$ cat config.mk
export PLATFORM = sky130hd
export DESIGN_NAME = pollrd_master
export DESIGN_NICKNAME = d
export VERILOG_FILES = /design/src/rtl/pollrd_pkg.sv /design/src/rtl/pollrd_parity.sv /design/src/rtl/pollrd_settle_timer.sv /design/src/rtl/pollrd_word_file.sv /design/src/rtl/pollrd_master.sv
export SDC_FILE = /design/constraint.sdc
export NUM_CORES = 1
export LEC_CHECK = 0
export ABC_AREA = 1
export BUFFER_PORTS_ARGS = -buffer_cell sky130_fd_sc_hd__clkbuf_2
export CAP_MARGIN = 10
export CORE_MARGIN = 1.5
export CORE_UTILIZATION = 40
export CTS_CLUSTER_DIAMETER = 50
export DETAILED_ROUTE_END_ITERATION = 12
export PLACE_DENSITY = 0.69
export SETUP_SLACK_MARGIN = 0.05
export SYNTH_ARGS = -nofsm -noshare
export SYNTH_HDL_FRONTEND = slang
export SYNTH_SLANG_ARGS = --single-unit
$ cat constraint.sdc
create_clock -name clk -period 5 [get_ports clk]
set_clock_uncertainty 0.15 [all_clocks]
set_input_delay 0.25 -clock clk [delete_from_list [all_inputs] [get_ports clk]]
set_output_delay 0.25 -clock clk [all_outputs]
set_load 0.01 [all_outputs]
$ cat src/rtl/pollrd_pkg.sv
package pollrd_pkg;

    typedef enum logic {
        ST_LINK = 1'b0,
        ST_READ = 1'b1
    } step_e;

endpackage

$ cat src/rtl/pollrd_parity.sv
module pollrd_parity #(
    parameter int W = 5
) (
    input  logic [W-1:0] vec_i,
    output logic         odd_o
);

    always_comb begin
        odd_o = ^vec_i;
    end

endmodule

$ cat src/rtl/pollrd_settle_timer.sv
module pollrd_settle_timer #(
    parameter int SETTLE_CYC = 2000
) (
    input  logic clk,
    input  logic rst_n,
    input  logic restart_i,
    output logic done_o
);

    localparam int CNT_W = $clog2(SETTLE_CYC + 1);
    localparam logic [CNT_W-1:0] LAST_CNT = CNT_W'(SETTLE_CYC - 1);

    logic [CNT_W-1:0] cnt_d, cnt_q;

    always_comb begin
        done_o = (cnt_q == LAST_CNT);
        cnt_d  = cnt_q;
        if (restart_i) begin
            cnt_d = '0;
        end else if (!done_o) begin
            cnt_d = cnt_q + CNT_W'(1);
        end
    end

    always_ff @(posedge clk or negedge rst_n) begin
        if (!rst_n) begin
            cnt_q <= '0;
        end else begin
            cnt_q <= cnt_d;
        end
    end

    p_restart_clears_r2: assert property (@(posedge clk) disable iff (!rst_n)
        restart_i |=> (cnt_q == '0));

    p_counts_up_r2: assert property (@(posedge clk) disable iff (!rst_n)
        (!restart_i && !done_o) |=> (cnt_q == $past(cnt_q) + CNT_W'(1)));

endmodule

$ cat src/rtl/pollrd_word_file.sv
module pollrd_word_file #(
    parameter int NWORDS = 8,
    parameter int WORD_W = 16,
    parameter int NIB_W  = 4,
    parameter int IDX_W  = 5,
    parameter int IDX_LO = 9
) (
    input  logic                      clk,
    input  logic                      rst_n,
    input  logic                      wr_en_i,
    input  logic [$clog2(NWORDS)-1:0] wr_slot_i,
    input  logic                      wr_hi_i,
    input  logic [NIB_W-1:0]          wr_nib_i,
    input  logic [IDX_W-1:0]          rd_idx_i,
    output logic [WORD_W-1:0]         rd_word_o,
    output logic [NWORDS-1:0]         upd_o
);

    localparam int SLOT_W = $clog2(NWORDS);

    logic [WORD_W-1:0] word_d [NWORDS];
    logic [WORD_W-1:0] word_q [NWORDS];
    logic [NWORDS-1:0] upd_d, upd_q;
    logic [NWORDS-1:0] hit;

    for (genvar k = 0; k < NWORDS; k++) begin : g_word
        always_comb begin
            hit[k]    = wr_en_i && (wr_slot_i == SLOT_W'(k));
            upd_d[k]  = hit[k];
            word_d[k] = word_q[k];
            if (hit[k]) begin
                if (wr_hi_i) begin
                    word_d[k][2*NIB_W-1:NIB_W] = wr_nib_i;
                end else begin
                    word_d[k][NIB_W-1:0] = wr_nib_i;
                end
            end
        end

        always_ff @(posedge clk or negedge rst_n) begin
            if (!rst_n) begin
                word_q[k] <= '0;
            end else begin
                word_q[k] <= word_d[k];
            end
        end

        p_word_kept_r5: assert property (@(posedge clk) disable iff (!rst_n)
            !hit[k] |=> $stable(word_q[k]));

        p_half_kept_r5: assert property (@(posedge clk) disable iff (!rst_n)
            (hit[k] && wr_hi_i) |=> (word_q[k][NIB_W-1:0] == $past(word_q[k][NIB_W-1:0])));

        if (WORD_W > 2 * NIB_W) begin : g_upper
            p_upper_zero_r5: assert property (@(posedge clk) disable iff (!rst_n)
                word_q[k][WORD_W-1:2*NIB_W] == '0);
        end
    end

    always_ff @(posedge clk or negedge rst_n) begin
        if (!rst_n) begin
            upd_q <= '0;
        end else begin
            upd_q <= upd_d;
        end
    end

    logic [IDX_W-1:0] rel;

    always_comb begin
        rel       = rd_idx_i - IDX_W'(IDX_LO);
        rd_word_o = '0;
        if (rel < IDX_W'(NWORDS)) begin
            rd_word_o = word_q[rel[SLOT_W-1:0]];
        end
        upd_o = upd_q;
    end

    p_one_strobe_r7: assert property (@(posedge clk) disable iff (!rst_n)
        $onehot0(upd_q));

    p_strobe_pulse_r7: assert property (@(posedge clk) disable iff (!rst_n)
        (upd_q != '0) |=> (upd_q != $past(upd_q)));

endmodule

$ cat src/rtl/pollrd_master.sv
module pollrd_master
    import pollrd_pkg::*;
#(
    parameter int SEL_W      = 5,
    parameter int FIRST_REG  = 1,
    parameter int LAST_REG   = 14,
    parameter int IDX_BASE   = 9,
    parameter int WORD_W     = 16,
    parameter int SETTLE_CYC = 2000,
    parameter int ERR_W      = 8
) (
    input  logic                                       clk,
    input  logic                                       rst_n,
    input  logic [SEL_W-1:0]                           rsp_i,
    output logic [SEL_W-1:0]                           sel_o,
    output logic [(LAST_REG>>1)-(FIRST_REG>>1):0]      upd_o,
    input  logic [SEL_W-1:0]                           rd_idx_i,
    output logic [WORD_W-1:0]                          rd_word_o,
    output logic [ERR_W-1:0]                           perr_cnt_o
);

    localparam int NIB_W  = SEL_W - 1;
    localparam int NWORDS = (LAST_REG >> 1) - (FIRST_REG >> 1) + 1;
    localparam int SLOT_W = $clog2(NWORDS);
    localparam int IDX_LO = IDX_BASE + (FIRST_REG >> 1);
    localparam logic [SEL_W-1:0] REG_LO = SEL_W'(FIRST_REG);
    localparam logic [SEL_W-1:0] REG_HI = SEL_W'(LAST_REG);

    typedef struct packed {
        step_e             step;
        logic [SEL_W-1:0]  reg_n;
        logic [ERR_W-1:0]  errs;
    } ctl_t;

    ctl_t ctl_d, ctl_q;

    logic              settled;
    logic              restart;
    logic              odd;
    logic              wr_en;
    logic [SLOT_W-1:0] wr_slot;

    pollrd_parity #(.W(SEL_W)) u_par (
        .vec_i (rsp_i),
        .odd_o (odd)
    );

    pollrd_settle_timer #(.SETTLE_CYC(SETTLE_CYC)) u_tmr (
        .clk       (clk),
        .rst_n     (rst_n),
        .restart_i (restart),
        .done_o    (settled)
    );

    always_comb begin
        ctl_d   = ctl_q;
        restart = 1'b0;
        wr_en   = 1'b0;
        wr_slot = SLOT_W'((ctl_q.reg_n >> 1) - SEL_W'(FIRST_REG >> 1));

        if (ctl_q.reg_n < REG_LO || ctl_q.reg_n > REG_HI) begin
            ctl_d.reg_n = REG_LO;
        end

        unique case (ctl_q.step)
            ST_LINK: begin
                if (rsp_i == '0) begin
                    ctl_d.step = ST_READ;
                    restart    = 1'b1;
                end
            end
            ST_READ: begin
                if (settled) begin
                    ctl_d.step = ST_LINK;
                    if (odd) begin
                        wr_en       = 1'b1;
                        ctl_d.reg_n = (ctl_q.reg_n >= REG_HI) ? REG_LO
                                                              : ctl_q.reg_n + SEL_W'(1);
                    end else begin
                        ctl_d.errs = ctl_q.errs + ERR_W'(1);
                    end
                end
            end
            default: ctl_d.step = ST_LINK;
        endcase

        sel_o      = (ctl_q.step == ST_READ) ? ctl_q.reg_n : '0;
        perr_cnt_o = ctl_q.errs;
    end

    always_ff @(posedge clk or negedge rst_n) begin
        if (!rst_n) begin
            ctl_q.step  <= ST_LINK;
            ctl_q.reg_n <= REG_LO;
            ctl_q.errs  <= '0;
        end else begin
            ctl_q <= ctl_d;
        end
    end

    pollrd_word_file #(
        .NWORDS (NWORDS),
        .WORD_W (WORD_W),
        .NIB_W  (NIB_W),
        .IDX_W  (SEL_W),
        .IDX_LO (IDX_LO)
    ) u_file (
        .clk       (clk),
        .rst_n     (rst_n),
        .wr_en_i   (wr_en),
        .wr_slot_i (wr_slot),
        .wr_hi_i   (ctl_q.reg_n[0]),
        .wr_nib_i  (rsp_i[NIB_W-1:0]),
        .rd_idx_i  (rd_idx_i),
        .rd_word_o (rd_word_o),
        .upd_o     (upd_o)
    );

    p_link_hold_r1: assert property (@(posedge clk) disable iff (!rst_n)
        (ctl_q.step == ST_LINK && rsp_i != '0) |=> (sel_o == '0));

    p_link_go_r1: assert property (@(posedge clk) disable iff (!rst_n)
        (ctl_q.step == ST_LINK && rsp_i == '0) |=> (sel_o != '0));

    p_wait_settle_r2: assert property (@(posedge clk) disable iff (!rst_n)
        (ctl_q.step == ST_READ && !settled) |=> (sel_o == $past(sel_o)));

    p_bad_hold_r3: assert property (@(posedge clk) disable iff (!rst_n)
        (ctl_q.step == ST_READ && settled && !odd)
        |=> ($stable(ctl_q.reg_n) && upd_o == '0 && sel_o == '0));

    p_good_strobe_r7: assert property (@(posedge clk) disable iff (!rst_n)
        (ctl_q.step == ST_READ && settled && odd) |=> (upd_o != '0));

    p_reg_range_r6: assert property (@(posedge clk) disable iff (!rst_n)
        (ctl_q.reg_n >= REG_LO && ctl_q.reg_n <= REG_HI));

endmodule

# Yosys cells after proc, flatten, opt, wreduce, memory -nomap -nowiden
# Index checks and enable logic that the tools add are counted.
# word_totals
latch_bits,0
word_cells,91
inputBits,12
memories,0
rom_bits,0
out_inout_bits,37
regBits,97
ram_bits,0
# op_classes
n_bitwise,4
shifts,0
n_eq_ne,9
n_div,0
reduce_logical,29
magnitude_cmp,5
n_mux,19
mul,0
addsub,4
# ops
operator,n
binary-select mux 16 bit (select 3 bit),1
two-way mux 16 bit,3
AND reduction 2 bit,16
two-way mux 11 bit,2
two-way mux 5 bit,4
two-way mux 14 bit,1
two-way mux 13 bit,1
equality test 3 bit (second input constant),4
adder 11 x 1 -> 11 bit (second input constant),1
equality test 11 bit (second input constant),1
adder 8 x 1 -> 8 bit (second input constant),1
logical AND 1 bit,8
two-way mux 8 bit,1
equality test 3 x 2 -> 1 bit (second input constant),2
adder 5 x 1 -> 5 bit (second input constant),1
greater-or-equal comparator 5 x 4 -> 1 bit (second input constant),1
> comparator 5 x 4 -> 1 bit (second input constant),1
zero test 5 bit,1
less-than comparator 5 x 1 -> 1 bit (second input constant),1
less-than comparator 5 x 4 -> 1 bit (second input constant),1
two-way mux 1 bit,5
XOR reduction 5 bit,1
subtractor 5 x 4 -> 5 bit (second input constant),1
greater-or-equal comparator 4 bit (second input constant),1
other kinds (8),10

# Depth between registers and ports, before layout
# Gate-level depths: netlist of run 1.
# depth
ltp_word,6
depth_mapped,12
ltp_nobuf,11

# By module
# Synthesis of run 1 repeated with hierarchy kept, for this count alone.
# unflattened
cells_unflattened,677
hier_area_um2,5086.1
# by_module_without_submodules
module,seq_area_each_um2,cells_each,area_each_um2,n_inst
pollrd_word_file,1801.7,447,3419.5,1
pollrd_master,351.6,129,950.9,1
pollrd_settle_timer,275.3,87,650.6,1
pollrd_parity,0.0,14,65.1,1

# Worst setup path after synthesis of run 1
# Ideal clock, no wire load.
# synth_timing
kind,input -> output
startpoint,input rd_idx_i[0]
endpoint,output rd_word_o[6]
path_slack_ps,2782
path_buffers,3
cell_stages,10
arrival_ps,1818
required_ps,4600
cell_sequence,inv_1 clkbuf_1 ha_1 buf_2 inv_1 buf_1 nand2_1 o211ai_1 o21ai_0 nor2_1
# synth_via
elab_chain_cells,6
elab_cells_between_ends,7
classes_between,add/sub (1); order compare (1); mux (4); bitwise (1)
# synth_lines
item,line_no,source
start: declaration,pollrd_master.sv:17,"input logic [SEL_W-1:0] rd_idx_i,"
subtractor 5 x 4 -> 5 bit (*),pollrd_word_file.sv:71,rel = rd_idx_i - IDX_W'(IDX_LO);
NOT 3 -> 4 bit (implied by the code),pollrd_word_file.sv:74,rd_word_o = word_q[rel[SLOT_W-1:0]];
binary-select mux 16 bit (select 3 bit),pollrd_word_file.sv:74,
two-way mux 16 bit (implied by the code) (2 in a row),pollrd_word_file.sv:74,
two-way mux 16 bit (*),pollrd_word_file.sv:73,if (rel < IDX_W'(NWORDS)) begin
end: declaration,pollrd_master.sv:18,"output logic [WORD_W-1:0] rd_word_o,"
# Mark *: on every way between the ends. The rest lies on a longest branch, timed or not. The select of a mux whose other input is x is not followed.

# Final worst setup path of run 1
# layout_timing
startpoint,input rd_idx_i[0]
endpoint,output rd_word_o[0]
# Same word-level chain as after synthesis.

==> out/metrics.yaml, run 1 <==
drcViolationCount: 0
pwr-share-comb: 0.083
criticalPathCategory: "input port to output pin"
grt_max_degree: 69
fin_crit_ns: 3.54
grt_pass1_vias: 4389
cp_num_buf_inv: 4
core-area_um2: 13300
cap_violations: 0
critPathTopFamily: "buffers and inverters"
clkLatencyLatePin_ns: 0.35
hp-class: "input port to register"
io-pin-count: 49
peakVddDrop_uv: 228
num_rows: 42
syn-cell-area_um2: 5460
cp-start-kind: "input port"
synth_xor_area_frac: 0.0128
path_cells: "clkbuf_2 > inv_1 > ha_1 > inv_1 > nand3_1 > a21oi_1 > nor3_1 > clkbuf_2"
p_clk_frac: 0.448
max-slew-margin-rel: 0.281
yosys-top-cells-count: "nand2_1, dfrtp_1, nand4_1"
tritoncts: "built"
port_buffers: 40
cp.arrival_ns: 3.14
stdcell_area_um2: 6000
tightest_slew_ns: 1.08
setup_viol_count_final: 0
switching_power_uw: 423
synth.top_cell.area_share: 0.440
ys_ff_latch: 97
slew_violations: 0
cts_buffers: 9
slowest_delay_ns: 0.77
synthTopCellsByArea: "dfrtp_1, nand2_1, nand4_1, nand3_1, inv_1"
rsz0062_at_grt: "false"
synth-edff-count: 0
synth_top_family_by_area: "simple AND/OR/NAND/NOR gates"
critPathMaxFanout: 38
p_seq_frac: 0.469
cp.depth: 8
internal_power_uw: 1270
dp_worst_setup_slack_ns: 1.50
cp.required_ns: 4.60
nets: 731
synth_compound_area_frac: 0.0490
drt_iter0_markers: 349
synthMuxAreaShare: 0
synth_simple_gate_area_frac: 0.380
avgSynthCellArea_um2: 7.83
groute.usage.overall: 0.204
finalWorstSetupSlack_ns: 1.46
antenna_left: 0
dpl-instance-area_um2: 5660
wl_mm: 13.8
viasPerCell: 5.32
status: "completed"
yosysMostFrequentCell: "nand2_1"
period_share: 0.708
clock-sinks: 97
initial_core_util: 0.411
wire_per_inst_um: 15.4
grt_pass1_wl_mm: 22.9
antenna_found_initial: 0
end_kind: "output pin"
grt-ovfl-total: 0
async_flop_share: 1.00
dieArea_um2: 14400
drtPass1Iterations: 5
syn_inst: 698
ctsHoldBuffers: 1
synth_top_area_cell: "dfrtp_1"
hold_viol_final: 0
synth.yosys.warnings: 0
r2r_cells: 8
tns_ns: 0
place.gp.congestion: 0.919
antennaDiodeCount: 0
yosysSeqAreaShare: 0.445
p_per_area_nw_per_um2: 282
synth_top_flop_cell: "dfrtp_1"
htreeDepth: 3
postCtsSetupRepairBufs: 0
vias: 4748
fp.dieW_um: 120
drive_gt1_frac: 0.123
fillCellCount: 1334
cts_resized: 0
area_growth_pct: 9.85
dpl.hpwl_mm: 9.35
fmax_mhz: 283
crit_slowest_cell: "ha_1"
clkSlewWorstSetupHoldPaths_ns: 0.07
netSwitchingFraction: 0.250
dieHeight_um: 120
hold_depth: 3
clock_path_buffers: 2
clockRootBuffer: "clkbuf_16"
ys_types: 39
leakage_uw: 0.00302
synth_fa_ha_area_frac: 0.0160
[routing by layer]
metal / GRT usage / vias to the layer above / wire (um)
li1: - / 2329 / -
met5: 0 / - / 0
met2: 0.307 / 130 / 6320
met3: 0.0513 / 24 / 828
met1: 0.283 / 2265 / 6320
met4: 0.0766 / 0 / 312
[power groups by stage]
stage	Sequential, uW	Combinational [uW]	Clock [uW]
2_1_floorplan	808	96.0	0
3_3_place_gp	809	138	0
3_5_place_dp	809	140	0
4_1_cts	794	141	776
5_1_grt	795	158	808
6_report	794	140	759
[placed cells by master (no fill, tap or decap), types with 2 or more instances in the layout]
cell	synthesis	final
a21oi_1	21	21
buf_4	19	9
bufinv_16	0	2
clkbuf_16	0	9
clkbuf_2	0	39
clkinv_1	3	3
conb_1	1	8
dfrtp_1	96	96
ha_1	7	7
inv_1	52	52
inv_2	3	3
nand2_1	237	237
nand2_2	2	2
nand3_1	46	46
nand3_2	2	2
nand4_1	71	71
nand4_4	8	8
nor2_1	28	28
nor2_4	5	5
nor3_1	17	17
o211ai_1	4	4
o21ai_0	16	16
o21ai_1	5	5
or2_2	2	2
xnor2_1	4	4
xor2_1	4	4
[worst register-to-register path, cell delays in order, from the launching register on]
cell and delay, ns:
dfrtp_1 0.41, ha_1 0.22, nand2_2 0.09, nor2_4 0.15, nand3_2 0.13, nor2_4 0.62, nand4_1 0.34, nand2_1 0.15
nand2_1 0.07
[metrics by stage]
step | hold slack, ns | util | total power [uW] | std cells
3_5_place_dp | 0.282 | 0.426 | 949 | 876
5_1_grt | 0.110 | 0.451 | 1760 | 893
2_1_floorplan | -0.196 | - | 904 | 705
3_3_place_gp | 0.271 | 0.426 | 947 | 876
4_1_cts | 0.0833 | 0.451 | 1710 | 893
6_report | 0.0959 | 0.451 | 1690 | 893
[state kept, by name, summed over array words and instances, names as in the netlist]
name	count
ctl_q	6
perr_cnt_o	8
u_file.upd_o	8
u_file.word_q	64
u_tmr.cnt_q	11
[cells by family after synthesis]
kind of cell	count (synthesis)
XOR/XNOR	8
flip-flops	97
AND/OR/NAND/NOR	424
buffers and inverters	111
AO/OA/AOI/OAI	50
other	1
adder cells (fa/ha/maj)	7
[path summary, 6_finish.rpt]
check,start,to,slack (ns)
worst min register to register,u_file.word_q[0]$_DFFE_PN0P_,u_file.word_q[0]$_DFFE_PN0P_,0.33
min in group asynchronous,rst_n,u_file.upd_o[5]$_DFF_PN0_,0.40
worst max-delay path,rd_idx_i[0],rd_word_o[0],1.46
worst min-delay path,rsp_i[4],u_tmr.cnt_q[10]$_DFFE_PN0P_,0.1
max in group asynchronous,rst_n,ctl_q[8]$_DFF_PN1_,3.33
worst max register to register,u_tmr.cnt_q[0]$_DFFE_PN0P_,u_file.word_q[5]$_DFFE_PN0P_,2.56
[layout make-up]
cell class | count | area [um^2] | share of cell area
clock buffer | 10 | 229 | 0.0382
clock inverter | 6 | 101 | 0.0169
inverter | 58 | 218 | 0.0363
multi-input combinational | 497 | 2530 | 0.422
sequential | 97 | 2430 | 0.405
tap | 176 | 220 | 0.0367
timing repair buffer | 49 | 273 | 0.0455
No activity file was read; power rests on OpenSTA's default activity.
==> run 2: changes to the inputs <==
clock period = 3.3 ns   (was 5 ns; I/O delays follow)
==> run 2 against run 1 <==
  * Die area is the same
  * Sequential power is 51% higher
  * Clock-buffer cell count is 1 higher
  * Worst hold slack got worse by 0.085 ns
  * Critical path type is now register to register
  * Largest cell class unchanged
  * Highest routed layer unchanged
==> out/metrics.yaml, run 2 (same netlist as run 1, synthesis figures left out) <==
status: "completed"
wl_mm: 13.3
tightest_slew_ns: 0.792
antenna_found_initial: 0
rrSetupSlack_ns: 0.87
port_buffers: 40
dieHeight_um: 120
r2r_end: "u_file.word_q[38]$_DFFE_PN0P_"
cap_violations: 0
core-area_um2: 13300
clock-sinks: 97
tns_ns: 0
critPathMaxFanout: 16
slew_violations: 0
fillCellCount: 1337
final_util: 0.456
clkSlewWorstSetupHoldPaths_ns: 0.07
dpl.hpwl_mm: 8.84
drtPass1Iterations: 5
fin_crit_ns: 2.43
multi_input_area_um2: 2530
critPathTopFamily: "simple AND/OR/NAND/NOR gates"
most-common-layout-cells: "nand2_1, dfrtp_1, nand4_1, inv_1, nand3_1"
crit_slowest_cell: "nor2_4"
top_register: "u_file.word_q"
num_rows: 42
path_cells: "ha_1 > nand2_2 > nor2_4 > nand3_2 > nor2_4 > nand4_1 > nand2_1 > nand2_1"
area_growth_pct: 10.9
grt-ovfl-total: 0
grt_pass1_vias: 4325
r2r_start: "u_tmr.cnt_q[0]$_DFFE_PN0P_"
groute.usage.overall: 0.194
setup_viol_count_final: 0
cp-start-kind: "register"
max-slew-margin-rel: 0.472
dieArea_um2: 14400
wire_per_inst_um: 14.7
nets: 741
clkLatencyLatePin_ns: 0.35
cp.arrival_ns: 2.52
viasPerCell: 5.19
fp.dieW_um: 120
drcViolationCount: 0
cp_num_buf_inv: 0
grt_max_degree: 62
cp.required_ns: 3.39
io-pin-count: 49
place.gp.congestion: 0.851
criticalPathCategory: "register to register"
antennaDiodeCount: 0
vias: 4683
instances_no_fill: 903
end_kind: "register"
htreeDepth: 3
period_share: 0.735
fin_total_pwr_uw: 2480
hold-worst-slack_ns: 0.0111
cts_buffers: 9
slowest_delay_ns: 0.58
min-delay-start: "rsp_i[2]"
clockRootBuffer: "clkbuf_16"
hold_viol_final: 0
holdPathEnd: "u_file.word_q[114]$_DFFE_PN0P_"
fmax_mhz: 412
initial_core_util: 0.411
cts_resized: 0
place_inst: 885
leakage_uw: 0.00307
largest_reg_flops: 64
peakVddDrop_uv: 320
grt_pass1_wl_mm: 21.9
p_per_area_nw_per_um2: 408
r2r_cells: 8
mostFrequentLayoutCell: "nand2_1"
rsz0062_at_grt: "false"
regArea_um2: 2430
drt_iter0_markers: 347
largestRegisters: "u_file.word_q: 64 flops, u_tmr.cnt_q: 11 flops"
drive_gt1_frac: 0.135
hold_depth: 3
clock_path_buffers: 2
antenna_left: 0
tritoncts: "built"
hp-class: "input port to register"
## run 2: how the worst max path moves through the flow
stage / startpoint / endpoint / slack, ns / cells after the start
after floorplan: rd_idx_i[0] / rd_word_o[6] / 1.25 / 10
after global placement: rsp_i[0] / u_file.word_q[38]$_DFFE_PN0P_ / 0.75 / 12
after detailed placement: rsp_i[0] / u_file.word_q[38]$_DFFE_PN0P_ / 0.70 / 12
after CTS: u_tmr.cnt_q[0]$_DFFE_PN0P_ / u_file.word_q[38]$_DFFE_PN0P_ / 0.89 / 8
after global routing: u_tmr.cnt_q[0]$_DFFE_PN0P_ / u_file.word_q[32]$_DFFE_PN0P_ / 0.66 / 8
final: u_tmr.cnt_q[0]$_DFFE_PN0P_ / u_file.word_q[38]$_DFFE_PN0P_ / 0.87 / 8
## run 2: power by group
part / total (uW) / internal (uW) / switching [uW] / leakage (uW)
clock network: 1040 / 565 / 478 / 0.000148
registers: 1200 / 1190 / 8.08 / 0.00130
logic: 230 / 61.9 / 168 / 0.00162
total: 2480 / 1820 / 654 / 0.00307
## run 2: tightest hold or removal path, stage by stage
cell	delay (ns)
clkbuf_2	0.10
inv_1	0.12
o21ai_1	0.08
## run 2: per-stage QoR
step,instance area (um^2),worst slack [ns]
3_3_place_gp,5740,0.754
5_1_grt,6060,0.662
3_5_place_dp,5740,0.696
4_1_cts,6060,0.890
6_report,6060,0.873
2_1_floorplan,5490,1.25
## run 2: final cells by class
type                            count  area share
Clock buffer                       11      0.0417
Clock inverter                      5     0.00764
Timing Repair Buffer               59      0.0599
Tap cell                          176      0.0363
Sequential cell                    97       0.401
Inverter                           58      0.0359
Multi-Input combinational cell    497       0.418
## run 2: timing repair
action	in CTS	in global routing
setup buffers	0	0
hold buffers	2	0
endpoints found under the hold margin	59	0
## run 2: layer usage
layer	vias up	part of all wire	GRT usage	wire length [um]
met3	15	0.048	0.0413	637
met1	2209	0.47	0.265	6170
met5	-	0	0	0
met4	0	0.012	0.0528	157
li1	2330	-	-	-
met2	129	0.47	0.312	6300
